$ cat config.mk
export PLATFORM = sky130hd
export DESIGN_NAME = uart_idle_timeout
export DESIGN_NICKNAME = d
export VERILOG_FILES = /design/src/rtl/uart_to_pkg.sv /design/src/rtl/uart_to_counter.sv /design/src/rtl/uart_to_status.sv /design/src/rtl/uart_idle_timeout.sv
export SDC_FILE = /design/constraint.sdc
export NUM_CORES = 1
export LEC_CHECK = 0
export BUFFER_PORTS_ARGS = -buffer_cell sky130_fd_sc_hd__clkbuf_2
export CAP_MARGIN = 20
export CORE_MARGIN = 3
export CORE_UTILIZATION = 55
export DETAILED_ROUTE_END_ITERATION = 8
export PLACE_DENSITY = 0.82
export SETUP_SLACK_MARGIN = 0.1
export SYNTH_ARGS = -nofsm -noshare
export SYNTH_HDL_FRONTEND = slang
export SYNTH_SLANG_ARGS = --single-unit
$ cat constraint.sdc
create_clock -name clk -period 3.1 [get_ports clk]
set_clock_uncertainty 0.05 [all_clocks]
set_input_delay 0.62 -clock clk [delete_from_list [all_inputs] [get_ports clk]]
set_output_delay 0.62 -clock clk [all_outputs]
set_load 0.02 [all_outputs]
$ cat src/rtl/uart_to_pkg.sv
// Package: shared types for the UART idle timeout detector.
// Assumes a single clock domain; all strobes are one clock wide.
package uart_to_pkg;
    typedef enum logic {
        CNT_IDLE = 1'b0,
        CNT_RUN  = 1'b1
    } cnt_state_e;
endpackage

$ cat src/rtl/uart_to_counter.sv
// Module: down-counter of bit periods with a run/idle state.
// What it does: loads the programmed value on each character, steps down on
// bit strobes while running, stops at zero and signals expiry for one clock.
// Assumes: a zero programmed value means the feature is disabled; a start
// command freezes the count until the next character.
module uart_to_counter
    import uart_to_pkg::*;
#(
    parameter int CNT_W = 16
) (
    input  logic             clk,
    input  logic             rst_n,
    input  logic             bit_tick,
    input  logic             char_rx,
    input  logic             start_to,
    input  logic [CNT_W-1:0] load_val,
    output logic             expire_o
);
    localparam logic [CNT_W-1:0] ONE  = {{(CNT_W-1){1'b0}}, 1'b1};
    localparam logic [CNT_W-1:0] ZERO = '0;

    cnt_state_e       state;
    logic [CNT_W-1:0] cnt;
    logic             disabled;
    logic             step;

    // Decode enable and decrement conditions.
    always_comb begin
        disabled = (load_val == ZERO);
        step     = (state == CNT_RUN) && bit_tick && !char_rx && !start_to && !disabled;
        expire_o = step && (cnt == ONE);
    end

    // Counter and run state update; reload outranks decrement.
    always_ff @(posedge clk) begin
        if (!rst_n) begin
            state <= CNT_IDLE;
            cnt   <= ZERO;
        end else if (disabled) begin
            state <= CNT_IDLE;
        end else if (char_rx) begin
            state <= CNT_RUN;
            cnt   <= load_val;
        end else if (start_to) begin
            state <= CNT_IDLE;
        end else if (step) begin
            cnt <= cnt - ONE;
            if (cnt == ONE) begin
                state <= CNT_IDLE;
            end
        end
    end

    // a character with a nonzero value loads the full value.
    a_r4_reload: assert property (@(posedge clk) disable iff (!rst_n)
        (char_rx && !disabled) |=> (cnt == $past(load_val)));

    // a strobe while running above one removes exactly one.
    a_r3_single_step: assert property (@(posedge clk) disable iff (!rst_n)
        (step && cnt > ONE) |=> (cnt == $past(cnt) - ONE));

    // without a strobe or character the count does not move.
    a_r3_hold_no_tick: assert property (@(posedge clk) disable iff (!rst_n)
        (!bit_tick && !char_rx) |=> $stable(cnt));

    // once at zero the count stays there until a reload.
    a_r8_no_wrap: assert property (@(posedge clk) disable iff (!rst_n)
        (cnt == ZERO && !char_rx) |=> (cnt == ZERO));
endmodule

$ cat src/rtl/uart_to_status.sv
// Module: sticky timeout flag and gated interrupt.
// What it does: sets the flag on counter expiry, clears it on a start-timeout
// command or while the feature is disabled, and gates the interrupt.
// Assumes: expiry and start command never coincide (counter masks that case).
module uart_to_status (
    input  logic clk,
    input  logic rst_n,
    input  logic expire,
    input  logic start_to,
    input  logic disabled,
    input  logic irq_en,
    output logic flag_o,
    output logic irq_o
);
    // Sticky flag: clear has priority, expiry sets.
    always_ff @(posedge clk) begin
        if (!rst_n) begin
            flag_o <= 1'b0;
        end else if (disabled || start_to) begin
            flag_o <= 1'b0;
        end else if (expire) begin
            flag_o <= 1'b1;
        end
    end

    // Interrupt request gating.
    always_comb begin
        irq_o = flag_o && irq_en;
    end

    // the flag rises only on the clock after an expiry.
    a_r5_set_on_expiry: assert property (@(posedge clk) disable iff (!rst_n)
        $rose(flag_o) |-> $past(expire));

    // a zero programmed value forces the flag low.
    a_r2_disabled_low: assert property (@(posedge clk) disable iff (!rst_n)
        disabled |=> !flag_o);

    // the start-timeout command clears the flag.
    a_r6_start_clears: assert property (@(posedge clk) disable iff (!rst_n)
        start_to |=> !flag_o);

    // the flag falls only after a clear source.
    a_r8_sticky: assert property (@(posedge clk) disable iff (!rst_n)
        $fell(flag_o) |-> ($past(start_to) || $past(disabled)));
endmodule

$ cat src/rtl/uart_idle_timeout.sv
// Module: top of the UART receiver idle timeout detector.
// What it does: ties the bit-period down-counter to the sticky status flag
// and interrupt gate.
// Assumes: strobes come from the baud generator and the deserializer in
// the same clock domain, each one clock wide.
module uart_idle_timeout #(
    parameter int CNT_W = 16
) (
    input  logic             clk,
    input  logic             rst_n,
    input  logic             bit_tick,
    input  logic             char_rx,
    input  logic             start_to,
    input  logic [CNT_W-1:0] timeout_val,
    input  logic             irq_en,
    output logic             timeout_flag,
    output logic             irq
);
    logic expire;
    logic disabled;

    // Feature enable decode shared by both halves.
    always_comb begin
        disabled = (timeout_val == '0);
    end

    uart_to_counter #(.CNT_W(CNT_W)) u_cnt (
        .clk      (clk),
        .rst_n    (rst_n),
        .bit_tick (bit_tick),
        .char_rx  (char_rx),
        .start_to (start_to),
        .load_val (timeout_val),
        .expire_o (expire)
    );

    uart_to_status u_stat (
        .clk      (clk),
        .rst_n    (rst_n),
        .expire   (expire),
        .start_to (start_to),
        .disabled (disabled),
        .irq_en   (irq_en),
        .flag_o   (timeout_flag),
        .irq_o    (irq)
    );

    // the interrupt never fires while disabled by the enable input.
    a_r10_irq_gate: assert property (@(posedge clk) disable iff (!rst_n)
        (!irq_en) |-> !irq);
endmodule

# Yosys cells after proc, flatten, opt, wreduce, memory -nomap -nowiden
# Cells that the tools add are included.
word_totals:
  regBits: 18
  out_inout_bits: 2
  word_cells: 33
classes:
  addsub: 1
  eq_ne: 2
  muxes: 7
  bitwise_logic: 2
  n_reduce_logical: 18
op_table:
  columns: ["op", "n"]
  rows:
  - ["$mux W16", 3]
  - ["$eq A16 B1 Y1 const B", 1]
  - ["$logic_not A16 Y1", 1]
  - ["$sub A16 B1 Y16 const B", 1]
  - ["$logic_and A1 B1 Y1", 6]
  - ["$reduce_bool A3 Y1", 2]
  - ["$mux W1", 4]
  - ["$reduce_or A2 Y1", 2]
  - ["$logic_not A1 Y1", 3]
  - ["$reduce_and A3 Y1", 1]
  - ["$ne A2 B2 Y1 const B", 1]
  - ["$not A1 Y1", 2]
  - ["$reduce_and A2 Y1", 1]
  - ["$reduce_bool A2 Y1", 1]
  - ["$logic_or A1 B1 Y1", 1]

# Logic depth before layout (Yosys ltp)
logic_depth:
  ltp_word: 7
  ltp_mapped: 7
  ltp_nobuf: 6

# Cells and area by module
# A second synthesis with hierarchy kept.
hier_totals:
  cells_unflattened: 159
  hier_area_um2: 1206.2
modules_own_cells:
  columns: ["module", "instances", "cells_per_inst", "area_each_um2"]
  rows:
  - ["uart_to_counter", 1, 150, 1126.1]
  - ["uart_to_status", 1, 4, 46.3]
  - ["uart_idle_timeout", 1, 5, 33.8]

# Worst setup path after synthesis
# No wires, ideal clock.
synth_path:
  path_type: "input port to flip-flop"
  start: "input timeout_val[3]"
  end: "register u_cnt.cnt[9]"
  arrival_ns: 1.798
  required_ns: 2.976
  path_slack_ns: 1.178
  stages: 6
  cell_sequence: "nor4_1 > and4_1 > buf_2 > clkbuf_1 > o21ai_0 > a31oi_1"
synth_via:
  elab_chain_len: 5
synth_lines:
  columns: ["item", "line", "rtl"]
  rows:
  - ["start, declared", "uart_idle_timeout.sv:14", "input logic [CNT_W-1:0] timeout_val,"]
  - ["$logic_not A16 Y1 (*)", "uart_to_counter.sv:29", "disabled = (load_val == ZERO);"]
  - ["$logic_not A1 Y1", "uart_to_counter.sv:30", "step = (state == CNT_RUN) && bit_tick && !char_rx && !start_to && !disabled;"]
  - ["$logic_and A1 B1 Y1", "uart_to_counter.sv:30", null]
  - ["$reduce_bool A2 Y1 (no source line)", null, null]
  - ["$reduce_and A3 Y1 (no source line) (*)", null, null]
  - ["end signal, assigned", "uart_to_counter.sv:43", "cnt <= load_val;"]
  - ["end signal, assigned", "uart_to_counter.sv:47", "cnt <= cnt - ONE;"]
  - ["end, declared", "uart_to_counter.sv:23", "logic [CNT_W-1:0] cnt;"]
# Mark *: on every way between the ends. The rest lies on a longest branch, timed or not.
# A chain may end at the register's enable or synchronous reset.

# Final worst setup path
layout_path:
  start: "register u_cnt.cnt[0]"
  end: "register u_cnt.cnt[10]"
layout_via:
  elab_chain_len: 4
layout_lines:
  columns: ["item", "line", "rtl"]
  rows:
  - ["$sub A16 B1 Y16", "uart_to_counter.sv:47", null]
  - ["$mux W16", "uart_to_counter.sv:46", "end else if (step) begin"]
  - ["$mux W16", "uart_to_counter.sv:44", "end else if (start_to) begin"]
  - ["$mux W16", "uart_to_counter.sv:41", "end else if (char_rx) begin"]
# Every way passes these cells. The select of a mux whose other input is x is not followed.

==> impl_results.md <==
- Max Fclk: 0.447 GHz
- Initial antenna violation count: 0
- Period utilization: 72.1%
- Share of cells above drive strength 1: 20.6%
- Clock sinks: 18
- Reg2Reg Depth: 6
- GRT Total Usage: 27.0%
- Crit Path Max Fanout: 10
- Worst-path clk slew: 0.12 ns
- Top-count cell post-synth: dfxtp_1
- Critical path class: reg -> reg
- Resize count post-CTS: 0
- Final worst slack: 0.865 ns
- Hold/Removal Path Class: reg -> reg
- Post-Synthesis Cell Area: 1300 sq um
- Placement Setup Slack: 0.699 ns
- First-pass GRT wire length: 5.93 mm
- RSZ-0062 raised after global routing: no
- Number of synthesized flops with an enable pin: 0
- Pre-antenna DRT Iters: 4
- ANT nets after route: 0
- Mapped Cells: 167
- Final nets: 205
- CP endpoint kind: flop
- Largest family of logic cells by synthesized area: compound AO/OA/AOI/OAI gates
- Critical Path Max Stage Delay: 0.59 ns
- Sequential area share after synthesis: 27.6%
- Routability cong.: 0.909
- Static leakage: 0.532 nW
- CP cell instances: inv_1 > ha_1 > nor3b_2 > nand4_1 > or4_1 > a31oi_1
- DR vias: 1,550
- Die area: 2990 sq um
- CTS Buffer Depth: 2
- R2R Path End: u_cnt.cnt[10]
- Largest net degree at the start of global routing: 22
- Worst path buffer plus inverter count: 1
- Worst slew pin tran: 0.779 ns
- Post-DP Area: 1390 sq um
- Most common library cells after synthesis: dfxtp_1, a21oi_1, clkbuf_1, nand2_1, a31oi_1
- Worst Path Arrival: 2.43 ns
- DR DRC count: 0
- Post-CTS setup buffer count: 0
- Ys Warns: 0
- WHS Endpoint: u_cnt.cnt[15]
- HPWL Detailed: 2.70 mm
- Vias/cell: 7.45
- WHS: 0.439 ns
- Ys async rst share: 0%
- CTS root buffer: clkbuf_4
- Syn Area/Cell: 7.81 sq um
- Area share of the largest cell type after synthesis: 27.6%
- Post-synth top area cell: dfxtp_1
- Final slew viol count: 0
- DRT Wirelength: 3.83 mm
- Synth-to-layout area growth: 9.50%
- CP startpoint kind: flop
- Die height: 54.7 um
- # rows: 17
- Flop-to-flop setup slack: 0.86 ns
- Num ports: 24
- Htree depth: 1
- Ant diodes: 0
- Util after Layout: 63.9%
- Yosys cell types: 49
- Maximum VDD drop: 0.270 mV
- Crit path required time: 3.30 ns
- Pwr/cell area: 411 nW/um^2
- Outcome: completed
- Post-synthesis mux area share: 0%
- Post-Synth Simple-Gate Area: 30.9%
- Critical R2R Launch: u_cnt.cnt[0]
- Compound-Gate Fraction of Synth Area: 31.9%
- Port bufs: 23
- CTS tree: done
- Post-route setup TNS: 0 ns
- Drt initial violations: 119
- Hold buffers post-CTS: 0
- Final worst path period need: 2.24 ns
- Fraction of the mapped netlist area in adder cells: 1.92%
- WHS Path Cells: 2
- Final-report setup violation count: 0
- Initial Utilization: 58.4%
- Core area: 2230 sq um
- Remaining global-route overflow: 0
- Post-Synth XOR/XNOR Area: 0%
- Vias in the first global route: 1,318
- Slew margin rel.: 47.6%
- Max Cap Violations: 0
- Critical path's top delay family: simple AND/OR/NAND/NOR gates
- Hold Crit Start: u_cnt.cnt[15]
- Finished Cell Area: 1430 sq um
- Primary FF master, synth: dfxtp_1
- Flops & latches, synth: 18
- Horiz. Die Dim: 54.7 um
- Final Hold Fails: 0
- WL per Instance: 18.4 um
- Clk_lat worst skew: 0.31 ns
- Syn Nets: 191
- Top cells by area, synth: dfxtp_1, a21oi_1, a31oi_1
- CTS Buf Count: 3
- Critical path's slowest cell: nor3b_2
==> flip-flops by register name (all words and copies together), names as in the netlist <==
signal         cells
u_cnt.cnt         16
u_cnt.state        1
u_stat.flag_o      1
==> logic make-up after synthesis <==
group,Yosys count
adder cells (fa/ha/maj),2
flip-flops,18
AO/OA/AOI/OAI,59
buffers and inverters,22
AND/OR/NAND/NOR,66
==> through the flow <==
step,power [mW],instances
after global routing,0.610,208
after global placement,0.420,204
after CTS,0.580,208
final,0.587,208
after detailed placement,0.426,204
after floorplan,0.385,167
==> layout by cell type (no fill, tap or decap), types with 2 or more instances in the layout <==
cell,synthesis,layout
a211oi_1,6,6
a21oi_1,14,14
a221oi_1,2,2
a22oi_1,2,2
a31oi_1,10,10
a41oi_1,2,2
and4_1,3,3
buf_4,0,2
clkbuf_2,0,23
clkbuf_4,0,3
dfxtp_1,18,18
ha_1,2,2
inv_1,6,6
nand2_1,11,11
nand3_1,4,4
nand4_1,4,4
nor2_1,9,9
nor3_1,7,7
nor4_1,8,8
o21ai_0,7,7
o311ai_0,2,2
o32ai_1,2,2
o41ai_1,3,3
or4_1,5,5
==> layout make-up <==
type / count / area, sq um
Multi-Input combinational cell: 127 / 843
Inverter: 6 / 22.5
Clock buffer: 4 / 36.3
Sequential cell: 18 / 360
Fill cell: 194 / 806
Timing Repair Buffer: 25 / 130
Tap cell: 28 / 35.0
==> worst max-delay path by stage <==
| stage | startpoint | to | slack, ns | depth (start not counted) |
|---|---|---|---|---|
| detailed placement | timeout_val[3] | u_cnt.cnt[8] | 0.70 | 5 |
| floorplan | timeout_val[3] | u_cnt.cnt[9] | 1.18 | 6 |
| finish | u_cnt.cnt[0] | u_cnt.cnt[10] | 0.86 | 6 |
| global placement | timeout_val[3] | u_cnt.cnt[8] | 0.78 | 5 |
| global route | u_cnt.cnt[0] | u_cnt.cnt[10] | 0.74 | 6 |
| CTS | u_cnt.cnt[0] | u_cnt.cnt[10] | 0.92 | 6 |
==> layer usage <==
layer	part of all wire, %	GRT usage, %	routed length, um
met4	2.7	14.5	102
met1	37	35.2	1420
met3	14	4.36	525
met5	0	0	0
met2	46	41.7	1780
==> report_power, final <==
part | internal (mW) | total, mW | switching, mW
Combinational | 0.0617 | 0.157 | 0.0948
Clock | 0.0718 | 0.159 | 0.0872
Sequential | 0.248 | 0.272 | 0.0240
==> worst reg2reg max path: stages, from the launching register on <==
cell     delay (ns)
dfxtp_1        0.39
inv_1          0.08
ha_1           0.21
nor3b_2        0.59
nand4_1        0.23
or4_1          0.45
a31oi_1        0.17
No activity file was read; power rests on OpenSTA's default activity.
